File: config.mk
export PLATFORM = sky130hd
export DESIGN_NAME = ixaddr_gen
export DESIGN_NICKNAME = d
export VERILOG_FILES = /design/src/rtl/ixaddr_pkg.sv /design/src/rtl/ixaddr_rst_sync.sv /design/src/rtl/ixaddr_math.sv /design/src/rtl/ixaddr_seq.sv /design/src/rtl/ixaddr_gen.sv
export SDC_FILE = /design/constraint.sdc
export NUM_CORES = 1
export LEC_CHECK = 0
export ABC_AREA = 1
export BUFFER_PORTS_ARGS = -buffer_cell sky130_fd_sc_hd__buf_2
export CAP_MARGIN = 20
export CORE_MARGIN = 3
export CORE_UTILIZATION = 47
export CTS_CLUSTER_DIAMETER = 30
export CTS_CLUSTER_SIZE = 28
export DETAILED_ROUTE_END_ITERATION = 8
export PLACE_DENSITY = 0.76
export SYNTH_ARGS = -nofsm -noshare
export SYNTH_HDL_FRONTEND = slang
export SYNTH_SLANG_ARGS = --single-unit
File: constraint.sdc
create_clock -name clk -period 3.9 [get_ports clk]
set_input_delay 0.585 -clock clk [delete_from_list [all_inputs] [get_ports clk]]
set_output_delay 0.585 -clock clk [all_outputs]
set_load 0.01 [all_outputs]
File: src/rtl/ixaddr_pkg.sv
package ixaddr_pkg;

  localparam int AW = 16;
  localparam int DW = 8;
  localparam int MW = 4;

  typedef enum logic [MW-1:0] {
    M_ZP   = 4'd0,
    M_ZPX  = 4'd1,
    M_ZPY  = 4'd2,
    M_ABS  = 4'd3,
    M_ABSX = 4'd4,
    M_ABSY = 4'd5,
    M_IZX  = 4'd6,
    M_IZY  = 4'd7,
    M_IND  = 4'd8,
    M_REL  = 4'd9
  } mode_e;

  typedef enum logic [2:0] {
    S_IDLE,
    S_ZPDUM,
    S_PLO,
    S_PHI,
    S_FIX,
    S_BR1,
    S_BR2,
    S_DONE
  } state_e;

endpackage

File: src/rtl/ixaddr_rst_sync.sv
module ixaddr_rst_sync #(
  parameter int STAGES = 2
) (
  input  logic clk,
  input  logic rst_n,
  output logic rst_n_sync
);

  logic [STAGES-1:0] sync_q;

  always_ff @(posedge clk or negedge rst_n) begin
    if (!rst_n) sync_q <= '0;
    else        sync_q <= {sync_q[STAGES-2:0], 1'b1};
  end

  assign rst_n_sync = sync_q[STAGES-1];

endmodule

File: src/rtl/ixaddr_math.sv
module ixaddr_math
  import ixaddr_pkg::*;
(
  input  logic [AW-1:0] base,
  input  logic [DW-1:0] idx,
  input  logic          zp_wrap,
  input  logic          sext,
  output logic [AW-1:0] ea_full,
  output logic [AW-1:0] partial,
  output logic          crossed
);

  localparam int HW = AW - DW;

  logic [DW-1:0] lo_sum;
  logic [AW-1:0] ext;
  logic [AW-1:0] full;

  always_comb begin
    lo_sum  = base[DW-1:0] + idx;
    ext     = sext ? {{HW{idx[DW-1]}}, idx} : {{HW{1'b0}}, idx};
    full    = base + ext;
    // zero-page indexing never carries out of page zero
    ea_full = zp_wrap ? {{HW{1'b0}}, lo_sum} : full;
    // low byte summed, high byte not yet corrected
    partial = {base[AW-1:DW], lo_sum};
    crossed = full[AW-1:DW] != base[AW-1:DW];
  end

endmodule

File: src/rtl/ixaddr_seq.sv
module ixaddr_seq
  import ixaddr_pkg::*;
(
  input  logic          clk,
  input  logic          rst_n,
  input  logic          start,
  input  logic [MW-1:0] mode,
  input  logic          wr_class,
  input  logic          br_taken,
  input  logic [DW-1:0] op_lo,
  input  logic [DW-1:0] op_hi,
  input  logic [DW-1:0] idx_x,
  input  logic [DW-1:0] idx_y,
  input  logic [AW-1:0] pc,
  input  logic [DW-1:0] rd_data,
  input  logic [AW-1:0] partial,
  input  logic          crossed,
  output logic          rd_en,
  output logic [AW-1:0] rd_addr,
  output logic          rd_dummy,
  output logic          busy,
  output logic          done,
  output logic [AW-1:0] base_q,
  output logic [DW-1:0] idx_q,
  output logic [MW-1:0] mode_q,
  output logic          wr_q,
  output logic          zp_wrap,
  output logic          sext
);

  localparam int HW = AW - DW;

  state_e        st_q, st_d;
  logic [MW-1:0] mode_d;
  logic          wr_d;
  logic [AW-1:0] base_d, ptr_q, ptr_d, ptr_nx;
  logic [DW-1:0] idx_d, idx_sel;
  logic [DW:0]   in_carry, ptr_carry;

  always_comb begin
    idx_sel   = (mode_e'(mode) inside {M_ZPY, M_ABSY, M_IZY}) ? idx_y : idx_x;
    in_carry  = {1'b0, op_lo} + {1'b0, idx_sel};
    ptr_carry = {1'b0, base_q[DW-1:0]} + {1'b0, idx_q};
    // second pointer byte stays inside the pointer's page
    ptr_nx    = {ptr_q[AW-1:DW], ptr_q[DW-1:0] + 1'b1};
  end

  always_comb begin
    st_d     = st_q;
    mode_d   = mode_q;
    wr_d     = wr_q;
    base_d   = base_q;
    idx_d    = idx_q;
    ptr_d    = ptr_q;
    rd_en    = 1'b0;
    rd_addr  = '0;
    rd_dummy = 1'b0;
    unique case (st_q)
      S_IDLE: if (start) begin
        mode_d = mode;
        wr_d   = wr_class;
        unique case (mode_e'(mode))
          M_ZP: begin
            base_d = {{HW{1'b0}}, op_lo}; idx_d = '0; st_d = S_DONE;
          end
          M_ZPX, M_ZPY: begin
            base_d = {{HW{1'b0}}, op_lo}; idx_d = idx_sel; st_d = S_ZPDUM;
          end
          M_ABSX, M_ABSY: begin
            base_d = {op_hi, op_lo}; idx_d = idx_sel;
            st_d   = (wr_class || in_carry[DW]) ? S_FIX : S_DONE;
          end
          M_IZX: begin
            base_d = {{HW{1'b0}}, op_lo}; idx_d = idx_x; st_d = S_ZPDUM;
          end
          M_IZY: begin
            ptr_d = {{HW{1'b0}}, op_lo}; idx_d = idx_y; st_d = S_PLO;
          end
          M_IND: begin
            ptr_d = {op_hi, op_lo}; idx_d = '0; st_d = S_PLO;
          end
          M_REL: begin
            base_d = pc; idx_d = br_taken ? op_lo : '0;
            st_d   = br_taken ? S_BR1 : S_DONE;
          end
          default: begin
            base_d = {op_hi, op_lo}; idx_d = '0; st_d = S_DONE;
          end
        endcase
      end
      S_ZPDUM: begin
        rd_en = 1'b1; rd_dummy = 1'b1;
        rd_addr = {{HW{1'b0}}, base_q[DW-1:0]};
        if (mode_e'(mode_q) == M_IZX) begin
          ptr_d = {{HW{1'b0}}, base_q[DW-1:0] + idx_q};
          idx_d = '0;
          st_d  = S_PLO;
        end else begin
          st_d  = S_DONE;
        end
      end
      S_PLO: begin
        rd_en = 1'b1; rd_addr = ptr_q;
        base_d[DW-1:0] = rd_data;
        st_d = S_PHI;
      end
      S_PHI: begin
        rd_en = 1'b1; rd_addr = ptr_nx;
        base_d[AW-1:DW] = rd_data;
        if (mode_e'(mode_q) == M_IZY && (wr_q || ptr_carry[DW])) st_d = S_FIX;
        else                                                      st_d = S_DONE;
      end
      S_FIX: begin
        rd_en = 1'b1; rd_dummy = 1'b1; rd_addr = partial; st_d = S_DONE;
      end
      S_BR1: begin
        rd_en = 1'b1; rd_dummy = 1'b1; rd_addr = base_q;
        st_d = crossed ? S_BR2 : S_DONE;
      end
      S_BR2: begin
        rd_en = 1'b1; rd_dummy = 1'b1; rd_addr = partial; st_d = S_DONE;
      end
      S_DONE: st_d = S_IDLE;
      default: st_d = S_IDLE;
    endcase
  end

  always_ff @(posedge clk or negedge rst_n) begin
    if (!rst_n) begin
      st_q   <= S_IDLE;
      mode_q <= '0;
      wr_q   <= 1'b0;
      base_q <= '0;
      idx_q  <= '0;
      ptr_q  <= '0;
    end else begin
      st_q   <= st_d;
      mode_q <= mode_d;
      wr_q   <= wr_d;
      base_q <= base_d;
      idx_q  <= idx_d;
      ptr_q  <= ptr_d;
    end
  end

  assign busy    = st_q != S_IDLE;
  assign done    = st_q == S_DONE;
  assign zp_wrap = mode_e'(mode_q) inside {M_ZPX, M_ZPY};
  assign sext    = mode_e'(mode_q) == M_REL;

endmodule

File: src/rtl/ixaddr_gen.sv
module ixaddr_gen
  import ixaddr_pkg::*;
(
  input  logic          clk,
  input  logic          rst_n,
  input  logic          start,
  input  logic [3:0]    mode,
  input  logic          wr_class,
  input  logic          br_taken,
  input  logic [7:0]    op_lo,
  input  logic [7:0]    op_hi,
  input  logic [7:0]    idx_x,
  input  logic [7:0]    idx_y,
  input  logic [15:0]   pc,
  input  logic [7:0]    rd_data,
  output logic          rd_en,
  output logic [15:0]   rd_addr,
  output logic          rd_dummy,
  output logic          busy,
  output logic          done,
  output logic [15:0]   ea
);

  logic          rst_n_i;
  logic [AW-1:0] base_q, partial, ea_full;
  logic [DW-1:0] idx_q;
  logic [MW-1:0] cur_mode;
  logic          cur_wr, zp_wrap, sext, crossed;

  ixaddr_rst_sync #(.STAGES(2)) u_rst (
    .clk(clk), .rst_n(rst_n), .rst_n_sync(rst_n_i)
  );

  ixaddr_seq u_seq (
    .clk(clk), .rst_n(rst_n_i), .start(start), .mode(mode),
    .wr_class(wr_class), .br_taken(br_taken), .op_lo(op_lo), .op_hi(op_hi),
    .idx_x(idx_x), .idx_y(idx_y), .pc(pc), .rd_data(rd_data),
    .partial(partial), .crossed(crossed),
    .rd_en(rd_en), .rd_addr(rd_addr), .rd_dummy(rd_dummy),
    .busy(busy), .done(done), .base_q(base_q), .idx_q(idx_q),
    .mode_q(cur_mode), .wr_q(cur_wr), .zp_wrap(zp_wrap), .sext(sext)
  );

  ixaddr_math u_math (
    .base(base_q), .idx(idx_q), .zp_wrap(zp_wrap), .sext(sext),
    .ea_full(ea_full), .partial(partial), .crossed(crossed)
  );

  assign ea = ea_full;

endmodule

After elaboration in Yosys (flattened, before gate mapping):

Cells that the tools add are included.

* flip-flop bits (word level): 50
* output and inout port bits: 36
* logic and storage cells: 89

* add/sub/neg operators: 5
* equal/unequal tests: 25
* muxes and demuxes: 27
* reductions and logical operators: 24

Operators with widths (count)
* $mux 16: 5
* $pmux 16 s5: 1
* $pmux 16 s2: 2
* $pmux 16 s3: 1
* $pmux 8 s2: 3
* $mux 8: 4
* $pmux 8 s4: 1
* $eq 4x3->1 const B: 6
* $pmux 3 s7: 1
* $add 8x8->9: 2
* $add 16x16->16: 1
* $eq 3x3->1 const B: 4
* $eq 4x4->1 const B: 3
* $pmux 3 s4: 1
* $reduce_or 4->1: 3
* $reduce_and 3->1: 3
* $add 8x1->8 const B: 1
* $add 8x8->8: 1
* $eq 4x1->1 const B: 2
* $eq 4x2->1 const B: 2
* $ne 8x8->1: 1
* $reduce_bool 2->1: 4
* $eq 3x2->1 const B: 2
* $mux 2: 3
* other kinds (16): 24

Depth between registers and ports, before layout:

Gate-level depths: netlist of the first run.

* word-level depth: 9
* depth in mapped cells: 18
* depth with buffers taken out: 18

Hierarchy:

From an unflattened synthesis of the first run, not the netlist that was laid out.

* cells, all modules: 766
* area total of the unflattened synthesis: 5008.6 sq um

By module, submodules not included
* ixaddr_seq: times used 1, cells an instance 559, area each 3829.9 sq um
* ixaddr_math: times used 1, cells an instance 204, area each 1124.8 sq um
* ixaddr_rst_sync: times used 1, cells an instance 3, area each 53.8 sq um

Worst setup path before layout of the first run:

No wires, ideal clock.

* path type: register to output
* start point: reg u_seq.mode_q[1]
* end point: out ea[15]
* arrival time: 1.985 ns
* required time: 3.315 ns
* path slack: 1.330 ns
* stages on the path, launching flop included: 12
* cells stage by stage: dfrtp_1 inv_1 nand2_1 nor2_1 ha_1 nand2_1 inv_1 nand2_1 nand2_1 a21oi_1 nand3_1 a21oi_1

* word-level cells in the longest chain between the ends: 4

Ends and longest elaborated chain
* start, declared: RTL line ixaddr_seq.sv:25 `output logic [MW-1:0] mode_q,`
* start signal, assigned: RTL line ixaddr_seq.sv:138 `mode_q <= mode_d;`
* $eq 4x4->1: RTL line ixaddr_seq.sv:149 `assign sext = mode_e'(mode_q) == M_REL;`
* $mux 16: RTL line ixaddr_math.sv:21 `ext = sext ? {{HW{idx[DW-1]}}, idx} : {{HW{1'b0}}, idx};`
* $add 16x16->16: RTL line ixaddr_math.sv:22 `full = base + ext;`
* $mux 16 *: RTL line ixaddr_math.sv:24 `ea_full = zp_wrap ? {{HW{1'b0}}, lo_sum} : full;`
* end, declared: RTL line ixaddr_gen.sv:21 `output logic [15:0] ea`

Every way passes the cells marked *; elsewhere a longest branch is shown, timed or not.

Final worst setup path of the first run:

* start point: reg u_seq.mode_q[1]
* end point: out ea[13]

The elaborated chain is that of the path after synthesis.

==> results of run 1 <==
## synth_stat cells
master | n | share of area [%]
clkbuf_1 | 7 | 0.57
o221ai_1 | 1 | 0.19
a31oi_1 | 9 | 1.2
xor2_1 | 4 | 0.76
buf_2 | 3 | 0.33
nor2_8 | 3 | 1.3
nand2_1 | 203 | 17
o22ai_2 | 1 | 0.27
a22oi_1 | 1 | 0.16
ha_1 | 23 | 6.3
nand3b_1 | 1 | 0.16
fa_1 | 1 | 0.44
nor4_1 | 1 | 0.14
nor2_4 | 1 | 0.24
or3_1 | 1 | 0.14
conb_1 | 1 | 0.082
a22oi_4 | 1 | 0.46
o22ai_1 | 8 | 1.1
xnor2_1 | 2 | 0.38
inv_1 | 116 | 9.5
o21ai_4 | 2 | 0.71
and3b_1 | 2 | 0.38
inv_4 | 4 | 0.54
o21ai_1 | 15 | 1.6
nor2_1 | 70 | 5.7
o21ai_0 | 55 | 6.0
a211oi_1 | 2 | 0.33
inv_2 | 5 | 0.41
nor2_2 | 2 | 0.27
and2_1 | 1 | 0.14
nand2_2 | 1 | 0.14
o2111ai_1 | 12 | 2.3
a221oi_1 | 1 | 0.19
nand3_1 | 55 | 6.0
o211ai_1 | 12 | 2.0
buf_4 | 1 | 0.16
dfrtp_1 | 50 | 27
buf_6 | 1 | 0.24
clkinv_1 | 1 | 0.082
nor3_1 | 5 | 0.54
or2_2 | 2 | 0.27
a21oi_1 | 41 | 4.5
o21bai_1 | 1 | 0.16
## cell type report
| class | instances | area (sq um) |
|---|---|---|
| Timing Repair Buffer | 102 | 515 |
| Inverter | 126 | 483 |
| Fill cell | 998 | 4050 |
| Tap cell | 129 | 161 |
| Multi-Input combinational cell | 541 | 2810 |
| Clock inverter | 1 | 30.0 |
| Clock buffer | 7 | 76.3 |
| Sequential cell | 50 | 1250 |
## per-stage QoR
stage	area [sq um]	instances	setup slack, ns	total power, mW
floorplan	4600	729	1.33	2.71
global placement	5220	948	0.920	3.57
detailed placement	5220	948	0.863	3.63
CTS	5330	956	0.514	4.00
global route	5330	956	0.214	4.37
finish	5330	956	0.495	4.04
## metal layers
layer	GRT usage (%)	up-vias	part of all wire, %
met3	1.67	28	5.0
met4	8.72	0	2.7
li1	-	2583	-
met1	35.0	2426	46
met2	42.7	199	47
met5	0	-	0
## cell usage in the layout (no fill, tap or decap), drive strengths merged, types with 4 or more instances in the layout
| cell | instances |
|---|---|
| ha | 23 |
| o22ai | 9 |
| o21ai | 72 |
| dfrtp | 50 |
| nand3 | 55 |
| inv | 125 |
| o211ai | 12 |
| nor3 | 5 |
| a21oi | 41 |
| a31oi | 9 |
| nor2 | 76 |
| o2111ai | 12 |
| nand2 | 204 |
| buf | 102 |
| xor2 | 4 |
| clkbuf | 7 |
## critical path, delay by kind of cell (launching register included)
kind            cells  cell delay (ns)
flops               1             0.37
compound gates      2             0.41
simple gates        6             1.02
fa+ha+maj           1             0.42
buf+inv             3             0.31
## where the power goes
part	switching, mW	internal [mW]	total, mW
combinational	1.79	0.929	2.72
sequential	0.199	0.762	0.961
clock	0.169	0.192	0.361
## sequential cells by signal, summed over array words and instances, names as in the netlist
signal	flops
u_seq.st_q	3
u_seq.wr_q	1
u_seq.base_q	16
u_seq.ptr_q	16
u_seq.idx_q	8
u_rst.sync_q	2
u_seq.mode_q	4
## final timing paths
path                       cells after the start  slack (ns)                   startpoint                         end
max in group asynchronous                      1        3.11    u_rst.sync_q[1]$_DFF_PN0_  u_seq.idx_q[6]$_DFFE_PN0P_
min in group clk                               0        0.36    u_rst.sync_q[0]$_DFF_PN0_   u_rst.sync_q[1]$_DFF_PN0_
setup / recovery                              12        0.50  u_seq.mode_q[1]$_DFFE_PN0P_                      ea[13]
hold / removal                                 1        0.05                        rst_n   u_rst.sync_q[1]$_DFF_PN0_
hold reg to reg                                1        0.35    u_rst.sync_q[1]$_DFF_PN0_  u_seq.ptr_q[8]$_DFFE_PN0P_
setup reg to reg                              17        0.95  u_seq.mode_q[1]$_DFFE_PN0P_   u_seq.st_q[0]$_DFFE_PN0N_
## cell families after synthesis
group           Yosys count  synth area share (%)
compound gates          162                  21.1
xor+xnor                  6                  1.14
fa+ha+maj                24                  6.69
buf+inv                 138                  11.8
flops                    50                  27.2
other cells               1                0.0815
simple gates            348                  32.0
==> results.json, run 1 <==
{
  "die_y_um": 105,
  "cts_tree": "done",
  "post_cts_resize_count": 0,
  "via_per_inst": 5.48,
  "die_x_um": 105,
  "n_antenna_cell": 0,
  "final-setup-viol-count": 0,
  "synth.distinct_cells": 43,
  "maxCapViolations": 0,
  "clk_path_buf_depth": 2,
  "crit_chain": "inv_1 > nand2_1 > nor2_1 > ha_1 > nand2_1 > inv_1 > nand2_1 > nand2_1 > a21oi_1 > nand3_1 > a21oi_1 > buf_2",
  "drt-total-wl_um": 14600,
  "final_util_pct": 56.8,
  "ys.warnings.count": 0,
  "maxSlewViolCount": 0,
  "arrival_ns": 2.82,
  "place.port_buffers": 100,
  "area_delta_synth_final_pct": 15.7,
  "slowest_stage": "nor2_1",
  "dp_hpwl_um": 11800,
  "fin_worst_skew_ns": 0.0101,
  "fin_nets": 915,
  "placementRows": 35,
  "drt-initial-drc-count": 431,
  "ys_seq_elements": 50,
  "wire_per_inst_um": 15.3,
  "worstMarginPinSlew_ns": 0.707,
  "dr_total_vias": 5236,
  "grt_start_max_net_pins": 49,
  "grt_usage_pct": 25.5,
  "crit_path_end_kind": "output port",
  "vdd_drop_max_mv": 0.309,
  "critical_path_class": "reg -> out",
  "crit_path_start_kind": "flop",
  "globalRouteOverflowTotal": 0,
  "crit_required_ns": 3.31,
  "cts-buffers-inserted": 5,
  "status": "complete, no violations",
  "drc_errors": 0,
  "cpMostUsedCell": "nand2_1",
  "critPathMaxStageDelay_ns": 0.50,
  "holdWs_ns": 0.0503,
  "p_leak_nw": 2.86,
  "maxSlewHeadroom_pct": 52.8,
  "core_area_sq_um": 9370,
  "min_period_ns": 3.40,
  "rsz0062_at_grt": "false",
  "synth_seq_area_share_pct": 27.2,
  "antenna_found_initial": 0,
  "die_area_sq_um": 11000,
  "clk_latency_ns": 0.31,
  "synth.cell_area_sq_um": 4600,
  "cts_setup_buffers": 0,
  "layout-drive-gt1-share_pct": 15.8,
  "root_buffer": "clkbuf_8",
  "setup_tns_ns": 0,
  "grt_pass1_vias": 4835,
  "cts_max_level": 2,
  "cp_max_fo": 8,
  "p_per_area_nw_per_um2": 759,
  "period_share_pct": 87.3,
  "syn_inst": 729,
  "grt_pass1_wl_um": 23100,
  "syn_avg_cell_area_sq_um": 6.31,
  "synth_nets": 818,
  "first_pass_iters": 5,
  "ios": 101,
  "hold_path.class": "in -> async",
  "start_util_pct": 49.1,
  "finalHoldViolCount": 0,
  "clkTransAtPathRegs_ns": 0.08,
  "cts_hold_buffers": 0,
  "max_freq_mhz": 294,
  "antenna_left": 0,
  "cts.sinks": 50,
  "gp_congestion": 0.911
}
(Power assumes the default switching activity.)
==> run 2, diff against run 1 <==
- CELL_PAD_IN_SITES_DETAIL_PLACEMENT: unset -> 2
- CELL_PAD_IN_SITES_GLOBAL_PLACEMENT: unset -> 2
- CORE_UTILIZATION: 47 -> 31
- PLACE_DENSITY: 0.76 -> 0.91
==> results.json, run 2 (synthesis gave the netlist of run 1 again) <==
{
  "wire_per_inst_um": 20.9,
  "via_per_inst": 5.44,
  "setup_tns_ns": 0,
  "grt_pass1_wl_um": 33500,
  "worstMarginPinSlew_ns": 0.767,
  "antenna_found_initial": 0,
  "drt-initial-drc-count": 254,
  "maxSlewHeadroom_pct": 48.7,
  "mostFrequentLayoutCell": "nand2_1",
  "reg_top3": "u_seq.base_q: 16 flops, u_seq.ptr_q: 16 flops, u_seq.idx_q: 8 flops",
  "grt_usage_pct": 25.9,
  "finalHoldViolCount": 0,
  "final_cell_mix": "203 x nand2_1, 116 x inv_1, 100 x buf_2",
  "area_delta_synth_final_pct": 18.1,
  "cts-buffers-inserted": 5,
  "dr_total_vias": 5484,
  "grt_start_max_net_pins": 49,
  "grt-busiest-layer": "met2",
  "max_freq_mhz": 297,
  "vdd_drop_max_mv": 0.231,
  "clk_latency_ns": 0.30,
  "dp_cells": 1000,
  "status": "complete, no violations",
  "maxSlewViolCount": 0,
  "use_met2_pct": 45.1,
  "critical_path_class": "reg -> out",
  "hold_path.class": "in -> async",
  "stdcell_count": 1008,
  "n_antenna_cell": 0,
  "fin_worst_skew_ns": 0.00757,
  "die_y_um": 128,
  "crit_required_ns": 3.31,
  "use_met1_pct": 33.3,
  "min_period_ns": 3.37,
  "r2r-start": "u_seq.idx_q[7]$_DFFE_PN0P_",
  "place_area_sq_um": 5290,
  "gp_congestion": 0.890,
  "drt-total-wl_um": 21000,
  "maxCapViolations": 0,
  "root_buffer": "clkbuf_16",
  "fin_nets": 916,
  "placementRows": 43,
  "layout-drive-gt1-share_pct": 16.2,
  "rsz0062_at_grt": "false",
  "reg2regPathDepth": 18,
  "grt_pass1_vias": 6099,
  "startpoint": "u_seq.idx_q[7]$_DFFE_PN0P_",
  "arrival_ns": 2.78,
  "p_leak_nw": 2.89,
  "cts_hold_buffers": 0,
  "crit_path_start_kind": "flop",
  "period_share_pct": 86.4,
  "cp_max_fo": 8,
  "dp_hpwl_um": 16700,
  "final-setup-viol-count": 0,
  "start_util_pct": 32.4,
  "core_area_sq_um": 14200,
  "clkTransAtPathRegs_ns": 0.07,
  "first_pass_iters": 4,
  "clk_path_buf_depth": 2,
  "die_x_um": 128,
  "cts.sinks": 50,
  "globalRouteOverflowTotal": 0,
  "antenna_left": 0,
  "post_cts_resize_count": 0,
  "grt_use_met3_pct": 2.29,
  "cts_tree": "done",
  "place.port_buffers": 100,
  "drc_errors": 0,
  "die_area_sq_um": 16300,
  "ios": 101,
  "final_area_sq_um": 5430,
  "crit_path_end_kind": "output port",
  "p_per_area_nw_per_um2": 809,
  "cts_max_level": 2,
  "cts_setup_buffers": 0
}
## run 2: cell count changes in the layout (fill, tap and decap cells not counted), sizes merged
cell,before,now
inv,125,126
clkinv,1,3
clkbuf,7,5
buf,102,103
bufinv,1,0
## run 2: layout make-up
| type | instances | area [sq um] |
|---|---|---|
| inverters | 126 | 483 |
| clock buffers | 5 | 125 |
| fillers | 1806 | 8770 |
| flip-flops and latches | 50 | 1250 |
| clock inverters | 3 | 18.8 |
| multi-input cells | 541 | 2810 |
| repair buffers | 103 | 523 |
| well taps | 180 | 225 |
## run 2: through the flow
stage                     setup slack (ns)  util, %  hold slack [ns]  total power [mW]
after detailed placement             0.865     37.2            0.339              3.86
after global routing                 0.287     38.3           0.0524              4.74
after global placement               0.967     37.2            0.338              3.68
after floorplan                       1.33        -            0.289              2.71
final                                0.531     38.3           0.0506              4.39
after CTS                            0.490     38.3           0.0519              4.38
## run 2: critical path, cell delays in order (launching register included)
cell and delay, ns:
dfrtp_1 0.48, nand3_1 0.18, nor2_1 0.06, buf_4 0.17, ha_1 0.41, nand2_1 0.17, nor2_1 0.23, inv_1 0.06
nor2_1 0.09, nand2_1 0.14, nand2_1 0.13, nand2_1 0.08, a21oi_1 0.13, buf_2 0.15
## run 2: routing by layer
layer | vias to the layer above | wire [um]
li1 | 2575 | -
met1 | 2713 | 9250
met2 | 149 | 10400
met3 | 47 | 657
met4 | 0 | 739
met5 | - | 0
## run 2: final timing paths
check,to,slack [ns]
max in group asynchronous,u_seq.base_q[6]$_DFFE_PN0P_,3.07
worst min-delay path,u_rst.sync_q[0]$_DFF_PN0_,0.05
min in group clk,u_rst.sync_q[1]$_DFF_PN0_,0.36
worst max-delay path,ea[13],0.53
worst min register to register,u_rst.sync_q[1]$_DFF_PN0_,0.36
worst max register to register,u_seq.st_q[0]$_DFFE_PN0N_,0.93
## run 2: power breakdown
| group | switching (mW) | internal [mW] |
|---|---|---|
| clock network | 0.212 | 0.239 |
| registers | 0.238 | 0.764 |
| logic | 2.01 | 0.929 |
| total | 2.46 | 1.93 |
